`src/rtl/nclRegPkg.sv`:
```
package nclRegPkg;
  // strobes from the control half to the rail gates
  typedef struct packed {
    logic gateReq;    // request level applied to every rail gate
    logic syncClear;  // forces every rail gate to NULL
  } stageStrobeT;

  // two-input hysteresis gate: rises on both high, falls on both low
  function automatic logic hystStep(input logic a, input logic b, input logic q);
    return (a & b) | (q & (a | b));
  endfunction
endpackage

```
`src/rtl/nclRegDatapath.sv`:
```
module nclRegDatapath
  import nclRegPkg::*;
#(
  parameter int GROUPS = 4
) (
  input  logic              clk,
  input  stageStrobeT       strobe,
  input  logic [GROUPS-1:0] inTrue,
  input  logic [GROUPS-1:0] inFalse,
  output logic [GROUPS-1:0] outTrue,
  output logic [GROUPS-1:0] outFalse
);
  localparam int RAILS = 2 * GROUPS;

  logic [RAILS-1:0] railIn;
  logic [RAILS-1:0] railQ;

  assign railIn   = {inFalse, inTrue};
  assign outTrue  = railQ[GROUPS-1:0];
  assign outFalse = railQ[RAILS-1:GROUPS];

  for (genvar r = 0; r < RAILS; r++) begin : g_rail
    always_ff @(posedge clk) begin
      if (strobe.syncClear) railQ[r] <= 1'b0;
      else                  railQ[r] <= hystStep(railIn[r], strobe.gateReq, railQ[r]);
    end

    a_r1_rail_reset: assert property (@(posedge clk)
      strobe.syncClear |=> !railQ[r]);
    a_r2_rail_set: assert property (@(posedge clk) disable iff (strobe.syncClear)
      (strobe.gateReq && railIn[r]) |=> railQ[r]);
    a_r3_rail_hold: assert property (@(posedge clk) disable iff (strobe.syncClear)
      (strobe.gateReq && railQ[r]) |=> railQ[r]);
    a_r4_rail_clear: assert property (@(posedge clk) disable iff (strobe.syncClear)
      (!strobe.gateReq && !railIn[r]) |=> !railQ[r]);
    a_r5_rail_block: assert property (@(posedge clk) disable iff (strobe.syncClear)
      (!strobe.gateReq && !railQ[r]) |=> !railQ[r]);
  end
endmodule

```
`src/rtl/nclRegControl.sv`:
```
module nclRegControl
  import nclRegPkg::*;
#(
  parameter int GROUPS = 4
) (
  input  logic              clk,
  input  logic              rst,
  input  logic              reqDown,
  input  logic [GROUPS-1:0] outTrue,
  input  logic [GROUPS-1:0] outFalse,
  output stageStrobeT       strobe,
  output logic              reqUp
);
  logic [GROUPS-1:0] groupValid;
  logic              allValid;
  logic              anyValid;
  logic              fullQ;

  assign groupValid = outTrue | outFalse;
  assign allValid   = &groupValid;
  assign anyValid   = |groupValid;

  // N-input completion gate with the same hysteresis rule
  always_ff @(posedge clk) begin
    if (rst) fullQ <= 1'b0;
    else     fullQ <= hystStep(allValid, allValid, fullQ) | (fullQ & anyValid);
  end

  assign strobe.gateReq   = reqDown;
  assign strobe.syncClear = rst;
  assign reqUp            = ~fullQ;

  a_r1_req_reset: assert property (@(posedge clk) rst |=> reqUp);
  a_r6_full_ack: assert property (@(posedge clk) disable iff (rst)
    allValid |=> !reqUp);
  a_r6_partial_wait: assert property (@(posedge clk) disable iff (rst)
    (reqUp && !allValid) |=> reqUp);
  a_r7_null_ack: assert property (@(posedge clk) disable iff (rst)
    !anyValid |=> reqUp);
  a_r7_partial_wait: assert property (@(posedge clk) disable iff (rst)
    (!reqUp && anyValid) |=> !reqUp);
endmodule

```
`src/rtl/nclRegStage.sv`:
```
module nclRegStage
  import nclRegPkg::*;
#(
  parameter int GROUPS = 4
) (
  input  logic              clk,
  input  logic              rst,
  input  logic [GROUPS-1:0] inTrue,
  input  logic [GROUPS-1:0] inFalse,
  input  logic              reqDown,
  output logic [GROUPS-1:0] outTrue,
  output logic [GROUPS-1:0] outFalse,
  output logic              reqUp
);
  stageStrobeT strobe;

  nclRegControl #(.GROUPS(GROUPS)) u_ctrl (
    .clk(clk), .rst(rst), .reqDown(reqDown),
    .outTrue(outTrue), .outFalse(outFalse),
    .strobe(strobe), .reqUp(reqUp)
  );

  nclRegDatapath #(.GROUPS(GROUPS)) u_data (
    .clk(clk), .strobe(strobe),
    .inTrue(inTrue), .inFalse(inFalse),
    .outTrue(outTrue), .outFalse(outFalse)
  );
endmodule

```
`config.mk`:
```
export PLATFORM = sky130hd
export DESIGN_NAME = nclRegStage
export DESIGN_NICKNAME = d
export VERILOG_FILES = /design/src/rtl/nclRegPkg.sv /design/src/rtl/nclRegDatapath.sv /design/src/rtl/nclRegControl.sv /design/src/rtl/nclRegStage.sv
export SDC_FILE = /design/constraint.sdc
export NUM_CORES = 1
export LEC_CHECK = 0
export CAP_MARGIN = 20
export CELL_PAD_IN_SITES_DETAIL_PLACEMENT = 1
export CELL_PAD_IN_SITES_GLOBAL_PLACEMENT = 2
export CORE_UTILIZATION = 19
export DETAILED_ROUTE_END_ITERATION = 8
export GPL_TIMING_DRIVEN = 0
export PLACE_DENSITY_LB_ADDON = 0.1
export SYNTH_ARGS = -nofsm -noshare
export SYNTH_HDL_FRONTEND = slang
export SYNTH_HIERARCHICAL = 1
export SYNTH_SLANG_ARGS = --single-unit
```
`constraint.sdc`:
```
create_clock -name clk -period 2.3 [get_ports clk]
set_input_delay 0.46 -clock clk [delete_from_list [all_inputs] [get_ports clk]]
set_output_delay 0.46 -clock clk [all_outputs]
set_load 0.02 [all_outputs]
```
Yosys cells after proc, flatten, opt, wreduce, memory -nomap -nowiden --
Cells that the tools add are included.
Storage, ports and cells: latch bits 0, ROM bits 0, logic and storage cells 49, register bits 9, bits of input ports 11, RAM bits 0, output and inout bits 9, memories kept 0
Cells by class: shift-type cells 0, mux-type cells 0, bitwise gates (word level) 38, $add $sub $neg 0, multiply operators 0, reduce and logical (&&, ||, !) cells 2, div/mod/pow operators 0, eq/ne operators 0, order comparisons 0
Operators with widths (number):
- $and 1x1->1 | 18
- $or 1x1->1 | 18
- $or 4x4->4 | 1
- $reduce_and 4->1 | 1
- $reduce_or 4->1 | 1
- $not 1->1 | 1

Logic depth before layout (Yosys ltp) --
depth after elaboration 5, mapped depth 3, depth with buffers taken out 3

Cells and area by module --
Netlist, hierarchy kept.
Modules (own cells, without submodules):
- nclRegDatapath | cells each 33, sequential area each 160.2 sq um, instances 1, area an instance 274.0 sq um
- nclRegControl | cells each 11, sequential area each 20.0 sq um, instances 1, area an instance 86.3 sq um

Worst setup path after synthesis --
Ideal clock, no wire load.
path kind register to register, start register u_data.railQ[5] (netlist: u_data/outFalse[1]), end register u_ctrl.fullQ, data required time 2.182 ns, clock period less this slack 1.215 ns, slack 1.085 ns, cell stages (with the launch flop) 4, arrival 1.097 ns, buffers on the path 0, library setup time 0.118 ns, path through dfxtp_1 or4_4 o21ai_1 a21oi_1
Between the ends: word-level cells in the longest chain between the ends 5, elaborated cells on any way between the ends 7, classes of those cells 5 x bitwise; 2 x reduce/logical
RTL lines:
- start: declaration | line nclRegDatapath.sv:16 | logic [RAILS-1:0] railQ;
- start signal: indexed assignment | line nclRegDatapath.sv:25 | else railQ[r] <= hystStep(railIn[r], strobe.gateReq, railQ[r]);
- $or 4x4->4 (*) | line nclRegControl.sv:19 | assign groupValid = outTrue | outFalse;
- $reduce_and 4->1 | line nclRegControl.sv:20 | assign allValid = &groupValid;
- $and 1x1->1 | line nclRegPkg.sv:10 | return (a & b) | (q & (a | b));
- $or 1x1->1 | line nclRegPkg.sv:10
- $or 1x1->1 (*) | line nclRegControl.sv:26 | else fullQ <= hystStep(allValid, allValid, fullQ) | (fullQ & anyValid);
- end signal: assignment | line nclRegControl.sv:26
- end: declaration | line nclRegControl.sv:17 | logic fullQ;
Every way passes the cells marked *; elsewhere a longest branch is shown, timed or not. A chain may end at the register's enable or synchronous reset.

Worst setup path in the final report --
start register u_data.railQ[2] (netlist: u_data/outTrue[2]), end output port outTrue[2]
RTL lines:
- end: declaration | line nclRegStage.sv:11 | output logic [GROUPS-1:0] outTrue,
No word-level cell between the ends.

==> impl_metrics.toml <==
[outcome]
run_status = "completed"

[cts]
cts-root-buf = "clkbuf_4"
postCtsHoldBufs = 0
cts_h_tree_depth = 1
post_cts_resize_count = 0
cts_tree = "built"
clk_path_buf_depth = 2
path_clk_slew_ns = 0.06
insertion_delay_ns = 0.26
tritoncts.num_buffers = 3
post_cts_setup_repair_buffer_count = 0
clkSinkCount = 9

[grt]
global_route.usage.total_pct = 11.1
grt-ovfl-total = 0
antenna_found_initial = 0
wire_length_of_the_first_global_routing_pass_um = 1550
grt_start_max_net_pins = 10
first_global_vias = 364

[worst_setup_path]
cp_slowest_stage_delay_ns = 0.63
critical_path.cell_chain = "clkdlybuf4s50_1"
timing.critical_path.from_type = "flip-flop"
cp_num_buf_inv = 1
crit_family = "buffers and inverters"
worstPathArrival_ns = 1.29
worst-path-max-fanout = 5
crit_slowest_cell = "clkdlybuf4s50_1"
setup.worst_path.end_class = "output port"
worstPathRequired_ns = 1.84
worstSetupPathType = "flip-flop to output port"

[floorplan]
row_count = 15
die_height_um = 45.6
i_o_pin_total = 20
area_enclosed_by_the_die_boundary_um2 = 2070
std_cell_core_area_um2 = 1750
horizontal_extent_of_the_die_um = 45.6
start_util_pct = 20.6

[yosys]
synth_warnings = 6
synth_cell_type_count = 12
synth.top_cell.area_share_pct = 50.0
postSynthRegisterBits = 9
postSynthAreaPerCell_um2 = 8.19
netlist.top_cell.by_area = "dfxtp_1"
synthesis.instances = 44
synthTopCellsByArea = "dfxtp_1, a21oi_1, o21ai_0"
netlist_area_um2 = 360
synth_fp_nets = 55
seq_area_frac_synth_pct = 50.0

[pwr]
worst_ir_drop_vdd_mv = 0.313
p_int_mw = 0.275
swShare_pct = 25.2
share_comb_of_total_power_pct = 19.7
net_switching_component_of_the_power_mw = 0.0925
powerDensity_nw_per_um2 = 614
leakagePower_nw = 0.207
power.share.sequential_pct = 48.0
clkPwrFrac_pct = 32.3

[route]
wl_per_cell_um = 10.1
route.antenna.remaining_nets = 0
drc_errors = 0
drt_pre_antenna_iters = 1
drt_via_density = 4.20
detail_route.wirelength_um = 923
via_count = 382
dr.first_iter.drc_count = 0

[placed_design]
gp_congestion = 0.628
dpl.cell_count = 87
io_buffer_count = 18

[layout]
finalNonFillerCells = 91
area_growth_syn_to_layout_pct = 66.0
antenna-diode-count = 0
final_nets = 78
proportion_of_layout_cells_with_a_drive_suffix_above_1_pct = 10.6

[timing]
timing.setup.tns_ns = 0
grt_setup_unrepaired = "no"
setup_viol = 0
fmaxAchievable_ghz = 0.573
finClkSkew_ns = 0.00137
min_period_over_period_pct = 75.9
timing.slew.headroom_pct = 74.6
hold_viol_final = 0
period_minus_slack_ns = 1.75
timing_worst_slew_pin_value_ns = 0.380
slew_violations = 0

[min_path]
worst_min_delay_path_class = "flip-flop to flip-flop"

[flow_run]
cap_viol_max_count = 0
## metrics by stage
stage	util [%]	total power, mW	worst slack (ns)	instance area, µm²	hold slack, ns
final	34.3	0.367	0.553	598	0.496
after CTS	34.3	0.376	0.540	598	0.497
after floorplan	-	0.212	1.08	360	0.452
after global routing	34.3	0.393	0.475	598	0.519
after global placement	32.8	0.253	0.690	572	0.478
after detailed placement	32.8	0.253	0.671	572	0.491
## power by group through the flow
stage                     clock [mW]  sequential [mW]  combinational (mW)
after floorplan                    0            0.189              0.0227
after global placement             0            0.180              0.0727
after detailed placement           0            0.180              0.0729
after CTS                      0.126            0.177              0.0732
after global routing           0.136            0.179              0.0788
final                          0.119            0.176              0.0722
## cell type report
cell class	instances	area, µm²
timing repair buffer	18	180
fill	225	1150
sequential	9	180
buffer	3	18.8
multi-input combinational	31	158
clock buffer	4	26.3
inverter	1	3.75
tap	25	31.3
## flip-flops by register name (all words and copies together), names as in the netlist
register	cells
u_data/outTrue	4
u_data/outFalse	4
u_ctrl/fullQ	1
## metal layers
metal	track usage, %	routed length, µm	up-vias
met4	5.45	11	0
met2	18.3	411	15
met1	11.3	423	165
met3	5.95	77	3
met5	0	0	-
li1	-	-	199
## cells in the mapped netlist, drive strengths merged
cell type	number
or4	2
a21oi	9
clkbuf	1
nand2	8
inv	1
o21ai	9
o22ai	2
buf	2
or2	1
dfxtp	9
## cell families after synthesis
family          Yosys count  synth area share, %
compound gates           20                 28.5
simple gates             11                 15.3
flops                     9                 50.0
buf+inv                   4                 6.25
## cell usage in the layout (no fill, tap or decap)
master / n
clkbuf_1: 2
o21ai_0: 8
inv_1: 1
dfxtp_1: 9
or4_1: 1
buf_4: 2
clkdlybuf4s50_1: 18
nand2_1: 8
clkbuf_4: 3
or4_4: 1
o21ai_1: 1
a21oi_1: 9
or2_2: 1
o22ai_1: 2
## worst paths after layout
kind / startpoint / to / slack, ns / depth (start not counted)
worst max-delay path: u_data/outTrue[2]$_SDFF_PP0_ / outTrue[2] / 0.55 / 1
worst min-delay path: u_ctrl/fullQ$_SDFF_PP0_ / u_ctrl/fullQ$_SDFF_PP0_ / 0.50 / 2
worst max register to register: u_data/outFalse[3]$_SDFF_PP0_ / u_ctrl/fullQ$_SDFF_PP0_ / 1.10 / 3
worst min register to register: u_ctrl/fullQ$_SDFF_PP0_ / u_ctrl/fullQ$_SDFF_PP0_ / 0.50 / 2
(Power assumes the default switching activity.)
